`src/rtl/qpc_pkg.sv`:
```
package qpc_pkg;

  typedef enum logic [1:0] {
    QPC_REL2 = 2'd0,
    QPC_REL4 = 2'd1,
    QPC_STR2 = 2'd2,
    QPC_STR4 = 2'd3
  } qpc_mode_e;

  localparam int QPC_FLAG_OVF = 0;
  localparam int QPC_FLAG_MC0 = 1;
  localparam int QPC_NFLAGS   = 2;

  function automatic logic qpc_is_strict(input qpc_mode_e m);
    return (m == QPC_STR2) || (m == QPC_STR4);
  endfunction

endpackage

```
`src/rtl/qpc_limits.sv`:
```
module qpc_limits #(
  parameter int W  = 16,
  parameter int NW = $clog2(W)
) (
  input  logic [NW-1:0] ang_bits,
  input  logic          period_en,
  input  logic [W-1:0]  period_val,
  output logic [NW-1:0] ang_n,
  output logic [W-1:0]  ang_top,
  output logic [W-1:0]  rev_top
);

  localparam logic [NW-1:0] NMAX = NW'(W - 1);
  localparam logic [W-1:0]  ONES = {W{1'b1}};

  logic [W-1:0] ang_mask;
  logic [W-1:0] rev_mask;

  always_comb begin
    if (ang_bits == '0) begin
      ang_n = NW'(1);
    end else if (ang_bits > NMAX) begin
      ang_n = NMAX;
    end else begin
      ang_n = ang_bits;
    end
  end

  always_comb begin
    ang_mask = ~(ONES << ang_n);
    rev_mask = ONES >> ang_n;
    if (period_en) begin
      ang_top = period_val & ang_mask;
      rev_top = (period_val >> ang_n) & rev_mask;
    end else begin
      ang_top = ang_mask;
      rev_top = rev_mask;
    end
  end

endmodule

```
`src/rtl/qpc_angular.sv`:
```
module qpc_angular #(
  parameter int W = 16
) (
  input  logic         clk,
  input  logic         rst_n,
  input  logic         run,
  input  logic         tick,
  input  logic         up,
  input  logic         load,
  input  logic [W-1:0] load_val,
  input  logic [W-1:0] top,
  output logic [W-1:0] ang_q,
  output logic         wrap,
  output logic         hit
);

  logic [W-1:0] ang_d;
  logic         ang_en;

  always_comb begin
    ang_d  = ang_q;
    ang_en = 1'b0;
    wrap   = 1'b0;
    hit    = 1'b0;
    if (!run) begin
      ang_d  = '0;
      ang_en = 1'b1;
    end else if (load) begin
      ang_d  = load_val;
      ang_en = 1'b1;
    end else if (tick) begin
      ang_en = 1'b1;
      if (up) begin
        if (ang_q >= top) begin
          ang_d = '0;
          wrap  = 1'b1;
        end else begin
          ang_d = ang_q + W'(1);
          hit   = ((ang_q + W'(1)) == top);
        end
      end else begin
        if (ang_q == '0) begin
          ang_d = top;
          wrap  = 1'b1;
        end else begin
          ang_d = ang_q - W'(1);
          hit   = (ang_q == W'(1));
        end
      end
    end
  end

  always_ff @(posedge clk or negedge rst_n) begin
    if (!rst_n) begin
      ang_q <= '0;
    end else if (ang_en) begin
      ang_q <= ang_d;
    end
  end

endmodule

```
`src/rtl/qpc_revolution.sv`:
```
module qpc_revolution #(
  parameter int W = 16
) (
  input  logic         clk,
  input  logic         rst_n,
  input  logic         run,
  input  logic         step,
  input  logic         up,
  input  logic [W-1:0] top,
  output logic [W-1:0] rev_q
);

  logic [W-1:0] rev_d;
  logic         rev_en;

  always_comb begin
    rev_d  = rev_q;
    rev_en = 1'b0;
    if (!run) begin
      rev_d  = '0;
      rev_en = 1'b1;
    end else if (step) begin
      rev_en = 1'b1;
      if (up) begin
        rev_d = (rev_q >= top) ? '0 : rev_q + W'(1);
      end else begin
        rev_d = (rev_q == '0) ? top : rev_q - W'(1);
      end
    end
  end

  always_ff @(posedge clk or negedge rst_n) begin
    if (!rst_n) begin
      rev_q <= '0;
    end else if (rev_en) begin
      rev_q <= rev_d;
    end
  end

endmodule

```
`src/rtl/qpc_flags.sv`:
```
module qpc_flags #(
  parameter int N = 2
) (
  input  logic         clk,
  input  logic         rst_n,
  input  logic [N-1:0] set,
  input  logic [N-1:0] clr,
  output logic [N-1:0] flag_q
);

  for (genvar g = 0; g < N; g++) begin : g_flag
    logic flag_d;
    logic flag_en;

    always_comb begin
      flag_en = set[g] | clr[g];
      flag_d  = set[g];
    end

    always_ff @(posedge clk or negedge rst_n) begin
      if (!rst_n) begin
        flag_q[g] <= 1'b0;
      end else if (flag_en) begin
        flag_q[g] <= flag_d;
      end
    end
  end

endmodule

```
`src/rtl/qdec_pos_counter.sv`:
```
module qdec_pos_counter
  import qpc_pkg::*;
#(
  parameter  int W  = 16,
  localparam int NW = $clog2(W)
) (
  input  logic          clk,
  input  logic          rst_n,
  input  logic          enable,
  input  logic          tick,
  input  logic          dir_up,
  input  logic          index,
  input  logic          index_en,
  input  logic [1:0]    mode,
  input  logic          period_en,
  input  logic [NW-1:0] ang_bits,
  input  logic [W-1:0]  period_val,
  input  logic          clr_ovf,
  input  logic          clr_mc0,
  output logic [W-1:0]  ang_cnt,
  output logic [W-1:0]  rev_cnt,
  output logic [W-1:0]  pos_cnt,
  output logic          ovf_flag,
  output logic          mc0_flag
);

  // reset: asserted asynchronously, released through two flops
  logic [1:0] rst_sync_q;
  logic       rst_int_n;

  always_ff @(posedge clk or negedge rst_n) begin
    if (!rst_n) begin
      rst_sync_q <= '0;
    end else begin
      rst_sync_q <= {rst_sync_q[0], 1'b1};
    end
  end

  assign rst_int_n = rst_sync_q[1];

  // configuration decode
  qpc_mode_e    mode_e;
  logic         strict;
  logic [NW-1:0] ang_n;
  logic [W-1:0] ang_top;
  logic [W-1:0] rev_top;

  assign mode_e = qpc_mode_e'(mode);
  assign strict = qpc_is_strict(mode_e);

  qpc_limits #(.W(W), .NW(NW)) u_limits (
    .ang_bits  (ang_bits),
    .period_en (period_en),
    .period_val(period_val),
    .ang_n     (ang_n),
    .ang_top   (ang_top),
    .rev_top   (rev_top)
  );

  // first-index tracking for strict modes
  logic armed_seen_q;
  logic armed_seen_d;
  logic armed_en;
  logic idx_ok;
  logic first_idx;

  assign idx_ok    = enable & index_en & index;
  assign first_idx = strict & idx_ok & ~armed_seen_q;

  always_comb begin
    armed_en     = 1'b0;
    armed_seen_d = armed_seen_q;
    if (!enable) begin
      armed_en     = 1'b1;
      armed_seen_d = 1'b0;
    end else if (first_idx) begin
      armed_en     = 1'b1;
      armed_seen_d = 1'b1;
    end
  end

  always_ff @(posedge clk or negedge rst_int_n) begin
    if (!rst_int_n) begin
      armed_seen_q <= 1'b0;
    end else if (armed_en) begin
      armed_seen_q <= armed_seen_d;
    end
  end

  // angular reload and revolution step selection
  logic         ang_load;
  logic [W-1:0] ang_load_val;
  logic         ang_wrap;
  logic         ang_hit;
  logic         rev_step;

  always_comb begin
    if (strict) begin
      ang_load     = first_idx;
      ang_load_val = '0;
      rev_step     = ang_wrap;
    end else begin
      ang_load     = idx_ok;
      ang_load_val = dir_up ? '0 : ang_top;
      rev_step     = index_en ? idx_ok : ang_wrap;
    end
  end

  qpc_angular #(.W(W)) u_angular (
    .clk     (clk),
    .rst_n   (rst_int_n),
    .run     (enable),
    .tick    (tick),
    .up      (dir_up),
    .load    (ang_load),
    .load_val(ang_load_val),
    .top     (ang_top),
    .ang_q   (ang_cnt),
    .wrap    (ang_wrap),
    .hit     (ang_hit)
  );

  qpc_revolution #(.W(W)) u_revolution (
    .clk  (clk),
    .rst_n(rst_int_n),
    .run  (enable),
    .step (rev_step),
    .up   (dir_up),
    .top  (rev_top),
    .rev_q(rev_cnt)
  );

  // sticky flags
  logic [QPC_NFLAGS-1:0] flag_set;
  logic [QPC_NFLAGS-1:0] flag_clr;
  logic [QPC_NFLAGS-1:0] flag_q;

  always_comb begin
    flag_set               = '0;
    flag_clr               = '0;
    flag_set[QPC_FLAG_OVF] = ang_wrap;
    flag_set[QPC_FLAG_MC0] = ang_hit;
    flag_clr[QPC_FLAG_OVF] = clr_ovf;
    flag_clr[QPC_FLAG_MC0] = clr_mc0;
  end

  qpc_flags #(.N(QPC_NFLAGS)) u_flags (
    .clk   (clk),
    .rst_n (rst_int_n),
    .set   (flag_set),
    .clr   (flag_clr),
    .flag_q(flag_q)
  );

  assign ovf_flag = flag_q[QPC_FLAG_OVF];
  assign mc0_flag = flag_q[QPC_FLAG_MC0];
  assign pos_cnt  = (rev_cnt << ang_n) | ang_cnt;

endmodule

```
`config.mk`:
```
export PLATFORM = sky130hd
export DESIGN_NAME = qdec_pos_counter
export DESIGN_NICKNAME = d
export VERILOG_FILES = /design/src/rtl/qpc_pkg.sv /design/src/rtl/qpc_limits.sv /design/src/rtl/qpc_angular.sv /design/src/rtl/qpc_revolution.sv /design/src/rtl/qpc_flags.sv /design/src/rtl/qdec_pos_counter.sv
export SDC_FILE = /design/constraint.sdc
export NUM_CORES = 1
export LEC_CHECK = 0
export BUFFER_PORTS_ARGS = -buffer_cell sky130_fd_sc_hd__buf_2
export CAP_MARGIN = 20
export CORE_MARGIN = 2
export CORE_UTILIZATION = 61
export CTS_BUF_LIST = sky130_fd_sc_hd__clkbuf_4 sky130_fd_sc_hd__clkbuf_8
export CTS_CLUSTER_SIZE = 30
export DETAILED_ROUTE_END_ITERATION = 10
export PLACE_DENSITY = 0.84
export SETUP_SLACK_MARGIN = 0.05
export SLEW_MARGIN = 20
export SYNTH_ARGS = -nofsm -noshare
export SYNTH_HDL_FRONTEND = slang
export SYNTH_SLANG_ARGS = --single-unit
```
`constraint.sdc`:
```
create_clock -name clk -period 2.9 [get_ports clk]
set_clock_uncertainty 0.1 [all_clocks]
set_input_delay 0.435 -clock clk [delete_from_list [all_inputs] [get_ports clk]]
set_output_delay 0.435 -clock clk [all_outputs]
set_load 0.03 [all_outputs]
```
==> results of run 1 <==
[cell families after synthesis]
kind of cell / Yosys count
adder cells (fa/ha/maj): 38
flip-flops: 37
multiplexers: 47
XOR/XNOR: 49
AND/OR/NAND/NOR: 290
AO/OA/AOI/OAI: 270
buffers and inverters: 106
other: 1
[synth_stat cells, types with 9 or more instances]
cell,instances
a211oi_1,26
a21o_1,9
a21oi_1,49
a31oi_1,18
buf_2,23
buf_6,9
clkbuf_1,34
dfrtp_1,37
ha_1,38
inv_1,26
mux2i_1,36
nand2_1,78
nand3_1,35
nand4_1,13
nor2_1,60
nor3_1,23
nor4_1,12
o211ai_1,10
o21ai_0,54
o21ai_1,14
xnor2_1,30
xor2_1,19
[through the flow]
stage	TNS [ns]	instances
after floorplan	-6.48	839
after global placement	-24.66	1186
after detailed placement	-27.23	1186
after CTS	-4.80	1233
[what timing repair did]
item,in CTS
gates cloned,2
pin swaps,60
gates resized for setup,170
buffers inserted,36
endpoints found under the hold margin,2
hold buffers,1
endpoints found under the setup margin,46
==> flow_summary.toml, run 1 <==
[floorplanning]
die_h_um = 106
row_count = 37
io-pin-count = 82
start_util = 0.618
die_x_um = 106

[logic_synthesis]
synthXorXnorAreaFrac = 0.0682
yosys_most_used_dff = "dfrtp_1"
ys_ff_latch = 37
synth_compound_area_frac = 0.300
ys_seq_area_frac = 0.147
avgSynthCellArea_sq_um = 7.51
yosysUniqueCellTypes = 95
syn_area_sq_um = 6300
synth_top_area_cell = "dfrtp_1"
synthSimpleGateAreaFrac = 0.238
synthMuxAreaShare = 0.0876
netlist.area_leader.share = 0.147
async_flop_share = 1.00
synth_enable_flop_cells = 0
synthTopCellsByArea = "dfrtp_1, ha_1, mux2i_1, nand2_1, o21ai_0"
synth_warnings = 0
syn-instance-count = 838
synth_fa_ha_area_frac = 0.0755
synth_top_family_by_area = "compound AO/OA/AOI/OAI gates"

[run_status]
stop_error = "[ERROR DPL-0038] Utilization greater than 100%, impossible to legalize"
flow.stopped_at = "5_1_grt"
status = "did not finish"

[clock_tree]
cts_max_level = 2
clockBufferDepth = 2
cts_made_buffers = 5
root_buffer = "clkbuf_8"
clock_sinks = 37

[timing]
endpoint_type = "sequential cell input"
crit_endpoint = "u_revolution.rev_q[4]$_DFFE_PN0P_/D"

[placed_design]
place_hpwl_um = 20000
placed_cell_area_sq_um = 8190
portBuffers = 80
post-place-ws_ns = -0.996
gp_congestion = 1.11

[grt]
grt_start_max_net_pins = 36
==> inputs of run 2 (changes only) <==
--- a/config.mk
+++ b/config.mk
@@ -8,12 +8,9 @@
 export BUFFER_PORTS_ARGS = -buffer_cell sky130_fd_sc_hd__buf_2
 export CAP_MARGIN = 20
 export CORE_MARGIN = 2
-export CORE_UTILIZATION = 61
-export CTS_BUF_LIST = sky130_fd_sc_hd__clkbuf_4 sky130_fd_sc_hd__clkbuf_8
-export CTS_CLUSTER_SIZE = 30
+export CORE_UTILIZATION = 40
 export DETAILED_ROUTE_END_ITERATION = 10
-export PLACE_DENSITY = 0.84
-export SETUP_SLACK_MARGIN = 0.05
+export PLACE_DENSITY_LB_ADDON = 0.15
 export SLEW_MARGIN = 20
 export SYNTH_ARGS = -nofsm -noshare
 export SYNTH_HDL_FRONTEND = slang
==> run 2 against run 1 <==
Effect of this change:
- the flow now finishes, with violations (negative setup slack)
- synthesized area stayed put
- synthesized cell count did not move
==> flow_summary.toml, run 2 <==
[run_status]
status = "finished, violations left"
violations = "negative setup slack"

[timing]
fin_crit_ns = 3.36
tns_ns = -9.24
timing.final.ws_setup_ns = -0.456
holdWs_ns = 0.169
timing.final.crit_share = 1.16
timing.fmax_mhz = 298
rsz0062_at_grt = "true"
worstMarginPinSlew_ns = 0.705
slew_violations = 0
hold_viol_final = 0
relSlewSlack = 0.526
setup_viol = 42

[floorplanning]
fp.coreArea_sq_um = 15300
die_x_um = 129
start_util = 0.411
row_count = 45
io-pin-count = 82
die_area_sq_um = 16800
die_h_um = 129

[job]
maxCapViolCount = 0

[grt]
grt_pass1_wl_um = 42000
grt_pass1_vias = 7728
grt_start_max_net_pins = 24
antenna_found_initial = 0
grt.total_usage = 0.322
grt-ovfl-total = 0

[critical_path]
r2r-start = "u_revolution.rev_q[7]$_DFFE_PN0P_"
worstReg2RegEnd = "u_revolution.rev_q[11]$_DFFE_PN0P_"
cp-start-kind = "input pin"
crit_path_end_kind = "flip-flop"
ff2ff_setup_slack_ns = 0.16
cpMostUsedCell = "buf_6"
critPathMaxStageDelay_ns = 0.35
critPathBufInv = 5
r2r_cells = 7
crit_arrival_ns = 3.49
worstSetupPathType = "input pin to flip-flop"
crit_family = "compound AO/OA/AOI/OAI gates"
critPathMaxFanout = 6
crit_required_ns = 3.03
cp_cell_sequence = "buf_8, o21bai_4, buf_6, mux2i_4, a21o_1, a32oi_2, nand2b_1, ha_4, buf_4, a2111oi_4, nor3_2, a211oi_4, buf_6, o21ai_4, buf_6, nor3_4, o21ai_1, a21boi_1"
slowest_stage = "a2111oi_4"

[cells_and_area]
design_area_sq_um = 10100
fin_nets = 1185
syn_to_final_growth_pct = 60.4
final_util = 0.660
layout_commonest_cell = "buf_4"
top_regs = "u_angular.ang_q x16, u_revolution.rev_q x16"
drive_above_1_share = 0.470
mostFrequentLayoutCells = "buf_4, nand2_1, buf_2, nor2_1, buf_6"
antenna_cells = 0
fin_cells = 1327

[logic_synthesis]
synth_enable_flop_cells = 0
synthXorXnorAreaFrac = 0.0682
netlist.area_leader.share = 0.147
synth_top_area_cell = "dfrtp_1"
synthTopCellsByArea = "dfrtp_1, ha_1, mux2i_1, nand2_1, o21ai_0"
synth_top_family_by_area = "compound AO/OA/AOI/OAI gates"
avgSynthCellArea_sq_um = 7.51
synth_warnings = 0
yosys_most_used_dff = "dfrtp_1"
synthTopCellsByCount = "nand2_1, nor2_1, o21ai_0, a21oi_1, ha_1"
syn_area_sq_um = 6300
synthMuxAreaShare = 0.0876
ys_seq_area_frac = 0.147
ys_ff_latch = 37
synthSimpleGateAreaFrac = 0.238
synth_fa_ha_area_frac = 0.0755
synth_compound_area_frac = 0.300
yosysMostFrequentCell = "nand2_1"
syn-instance-count = 838
async_flop_share = 1.00
yosysUniqueCellTypes = 95

[hold_path]
hold_class = "flip-flop to asynchronous set/reset pin"

[route]
wirelength_um = 28400
vias = 8229
firstDrtPassIters = 5
via_per_inst = 6.20
drtAntennaViolNets = 0
drt-initial-drc-count = 717
drc_errors = 0
wl_per_cell_um = 21.4

[placed_design]
dp_cells = 1265
portBuffers = 80
placed_cell_area_sq_um = 8280
place_hpwl_um = 19800
gp_congestion = 1.01

[clock_tree]
root_buffer = "clkbuf_16"
clockBufferDepth = 2
clock_sinks = 37
cts_tree = "yes"
cts_made_buffers = 5
cts_max_level = 2
clock_latency_ns = 0.30
clkTransAtPathRegs_ns = 0.07

[power]
ir_drop_mv = 0.500
pwr_density_cell_nw_per_um2 = 591
p_leak_nw = 4.38
==> run 2: cell counts after synthesis <==
No cell type changed its count.
==> run 2: kinds of logic after synthesis <==
logic type | Yosys count
mux | 47
buf+inv | 106
fa+ha+maj | 38
simple gates | 290
xor+xnor | 49
other cells | 1
compound gates | 270
flops | 37
==> run 2: metal layers <==
| metal | GRT usage | wire length, um | vias to the layer above |
|---|---|---|---|
| met2 | 0.538 | 13600 | 456 |
| met5 | 0 | 0 | - |
| met1 | 0.402 | 11200 | 3947 |
| met4 | 0.171 | 1450 | 0 |
| li1 | - | - | 3709 |
| met3 | 0.0450 | 2100 | 117 |
==> run 2: how the worst max path moves through the flow <==
stage	cells after the start	from	slack (ns)	to
final	18	ang_bits[0]	-0.46	u_revolution.rev_q[14]$_DFFE_PN0P_
after global routing	18	ang_bits[0]	-0.56	u_revolution.rev_q[3]$_DFFE_PN0P_
after CTS	16	ang_bits[0]	-0.37	u_revolution.rev_q[3]$_DFFE_PN0P_
after detailed placement	15	ang_bits[0]	-1.00	u_revolution.rev_q[7]$_DFFE_PN0P_
after global placement	16	ang_bits[2]	-0.99	u_revolution.rev_q[10]$_DFFE_PN0P_
after floorplan	16	ang_bits[0]	-0.51	u_revolution.rev_q[12]$_DFFE_PN0P_
==> run 2: power breakdown <==
| group | total, W | switching, W | internal, W |
|---|---|---|---|
| Combinational | 0.00468 | 0.00263 | 0.00206 |
| Clock | 0.000577 | 0.000259 | 0.000317 |
| Sequential | 0.000714 | 0.000117 | 0.000597 |
==> run 2: repair_timing <==
item | 4_1_cts | 5_1_grt
cloned | 2 | 0
endpoints found under the hold margin | 2 | 0
resized for setup | 179 | 103
setup endpoints to repair | 46 | 48
setup buffers | 36 | 17
hold buffers | 1 | 0
pin swaps | 33 | 69
==> run 2: cell type report <==
type                       count  area [sq um]
clock buffer                   6           129
inverter                      29           111
fill                        1273          5210
tap                          211           264
clock inverter                 2          10.0
multi-input combinational    697          5840
sequential                    37           927
timing repair buffer         345          2820
==> run 2: through the flow <==
stage                     power, W  worst slack, ns
final                      0.00597           -0.456
after detailed placement   0.00444            -1.00
after global placement     0.00443           -0.994
after floorplan            0.00321           -0.510
after CTS                  0.00551           -0.366
after global routing       0.00629           -0.555
Note: power is estimated with default switching activity, not from simulation.
==> inputs of run 3 (changes only) <==
--- a/config.mk
+++ b/config.mk
@@ -7,10 +7,12 @@
 export LEC_CHECK = 0
 export BUFFER_PORTS_ARGS = -buffer_cell sky130_fd_sc_hd__buf_2
 export CAP_MARGIN = 20
+export CELL_PAD_IN_SITES_DETAIL_PLACEMENT = 1
+export CELL_PAD_IN_SITES_GLOBAL_PLACEMENT = 2
 export CORE_MARGIN = 2
-export CORE_UTILIZATION = 40
+export CORE_UTILIZATION = 35
 export DETAILED_ROUTE_END_ITERATION = 10
-export PLACE_DENSITY_LB_ADDON = 0.15
+export PLACE_DENSITY = 0.84
 export SLEW_MARGIN = 20
 export SYNTH_ARGS = -nofsm -noshare
 export SYNTH_HDL_FRONTEND = slang
==> run 3 against run 2 <==
Effect of this change:
- the flow still finishes with violations (negative setup slack)
- global-route usage decreased by 0.31 points
- via count increased by 7.8%
- worst setup slack got worse by 0.31 ns
- first-iteration DRC count increased by 7.1%
- sequential power increased by 2.9%
- final area increased by 1.3%
- clock power increased by 3%
- count of clock-buffer cells in the layout increased by 2
- fmax decreased by 8.3%
- routed wire length increased by 35%
- sequential share of layout area decreased by 0.12 points
- combinational power increased by 8.5%
==> flow_summary.toml, run 3 (synthesized netlist as in run 2, its figures left out) <==
[route]
firstDrtPassIters = 5
drc_errors = 0
drt-initial-drc-count = 768
drtAntennaViolNets = 0
vias = 8874
via_per_inst = 6.60
wirelength_um = 38400
wl_per_cell_um = 28.6

[critical_path]
ff2ff_setup_slack_ns = -0.26
crit_start = "period_en"
critPathMaxFanout = 8
worstReg2RegEnd = "u_revolution.rev_q[11]$_DFFE_PN0P_"
slowest_stage = "o21ai_0"
crit_family = "compound AO/OA/AOI/OAI gates"
r2r_cells = 9
crit_path_end_kind = "flip-flop"
cp_cell_sequence = "buf_2, clkinv_2, buf_4, buf_4, o21ai_0, ha_1, a21o_1, a211oi_2, buf_4, o21ai_4, buf_4, buf_4, nor2_1, o21ai_0, a21boi_1"
critPathMaxStageDelay_ns = 0.77
critPathBufInv = 7
crit_required_ns = 3.02
cp-start-kind = "input pin"
crit_arrival_ns = 3.78
r2r-start = "u_revolution.rev_q[1]$_DFFE_PN0P_"
worstSetupPathType = "input pin to flip-flop"
cpMostUsedCell = "buf_4"

[cells_and_area]
mostFrequentLayoutCells = "buf_4, nand2_1, buf_2, buf_6, nor2_1"
antenna_cells = 0
drive_above_1_share = 0.477
syn_to_final_growth_pct = 62.4
fin_nets = 1185
layout_commonest_cell = "buf_4"
top_regs = "u_angular.ang_q x16, u_revolution.rev_q x16"
nFillCells = 2098

[hold_path]
hold_class = "input pin to flip-flop"
hold_start = "clr_ovf"
holdPathStages = 2
hold_end = "u_flags.flag_q[0]$_DFFE_PN0P_"

[clock_tree]
cts_max_level = 2
clockBufferDepth = 2
clock_latency_ns = 0.30
clock_sinks = 37
clkTransAtPathRegs_ns = 0.06
cts_made_buffers = 5
root_buffer = "clkbuf_16"
cts_tree = "yes"

[power]
ir_drop_mv = 0.364
p_sw_frac = 0.524
seq_power_share = 0.115
power_switching_w = 0.00336
p_clk_frac = 0.093
report.power.total_w = 0.00641
comb_power_share = 0.793
pwr_density_cell_nw_per_um2 = 626
internal_power_w = 0.00305
p_leak_nw = 4.38

[timing]
relSlewSlack = 0.293
slew_violations = 0
timing.final.crit_share = 1.26
setup_viol = 47
holdWs_ns = 0.229
hold_viol_final = 0
timing.final.ws_setup_ns = -0.761
worstMarginPinSlew_ns = 1.05
fin_crit_ns = 3.66
rsz0062_at_grt = "true"
timing.fmax_mhz = 273

[floorplanning]
row_count = 49
die_x_um = 138
die_area_sq_um = 19100
start_util = 0.354
fp.coreArea_sq_um = 17800
io-pin-count = 82
die_h_um = 138

[job]
maxCapViolCount = 0

[run_status]
status = "finished, violations left"
violations = "negative setup slack"

[grt]
grt.total_usage = 0.319
grt-ovfl-total = 0
antenna_found_initial = 0
grt_pass1_wl_um = 48700
grt_start_max_net_pins = 36
grt_pass1_vias = 8541

[placed_design]
portBuffers = 80
place_hpwl_um = 22400
gp_congestion = 0.915
## run 3: per-layer routing
| metal | GRT usage | part of all wire | vias to the layer above |
|---|---|---|---|
| met4 | 0.151 | 0.080 | 0 |
| met1 | 0.384 | 0.36 | 4404 |
| li1 | - | - | 3702 |
| met3 | 0.0423 | 0.071 | 223 |
| met5 | 0 | 0 | - |
| met2 | 0.562 | 0.48 | 545 |
## run 3: worst max-delay path by stage
stage	to	slack, ns	depth (start not counted)
4_1_cts	u_revolution.rev_q[12]$_DFFE_PN0P_	-0.43	16
6_report	u_revolution.rev_q[8]$_DFFE_PN0P_	-0.76	15
3_3_place_gp	u_revolution.rev_q[10]$_DFFE_PN0P_	-0.97	16
3_5_place_dp	u_revolution.rev_q[10]$_DFFE_PN0P_	-1.06	16
5_1_grt	u_revolution.rev_q[9]$_DFFE_PN0P_	-0.80	15
2_1_floorplan	u_revolution.rev_q[12]$_DFFE_PN0P_	-0.51	16
## run 3: through the flow
| step | setup TNS (ns) | util | worst slack (ns) | cells | instance area [sq um] |
|---|---|---|---|---|---|
| 2_1_floorplan | -6.50 | - | -0.510 | 839 | 6510 |
| 3_3_place_gp | -29.97 | 0.464 | -0.968 | 1279 | 8260 |
| 3_5_place_dp | -32.35 | 0.464 | -1.06 | 1279 | 8260 |
| 4_1_cts | -7.46 | 0.523 | -0.427 | 1312 | 9300 |
| 5_1_grt | -21.60 | 0.575 | -0.798 | 1345 | 10200 |
| 6_report | -19.07 | 0.575 | -0.761 | 1345 | 10200 |
## run 3: area by class of cell
cell class / count / area (sq um) / area share
multi-input cells: 697 / 5930 / 0.579
clock buffers: 8 / 146 / 0.0143
inverters: 29 / 118 / 0.0115
flip-flops and latches: 37 / 927 / 0.0906
repair buffers: 345 / 2830 / 0.276
well taps: 229 / 287 / 0.0280
## run 3: worst reg2reg max path: cells and delay by family (launching register included)
kind,cells,cell delay [ns]
AOI/OAI and AO/OA,4,0.97
buffers and inverters,2,0.56
DFF,1,0.52
adders and majority gates,1,0.27
and+or+nand+nor,2,0.67
## run 3: power by group through the flow
stage	clock network (W)	logic [W]	registers, W
floorplan	0	0.00235	0.000865
global placement	0	0.00380	0.000706
detailed placement	0	0.00388	0.000712
CTS	0.000596	0.00431	0.000715
global route	0.000622	0.00532	0.000740
finish	0.000594	0.00508	0.000735
## run 3: what timing repair did
action	in CTS	in global routing
endpoints found under the setup margin	48	46
hold buffers	1	0
buffers inserted	23	33
endpoints found under the hold margin	2	0
gates resized for setup	160	134
gates cloned	2	2
pin swaps	43	63
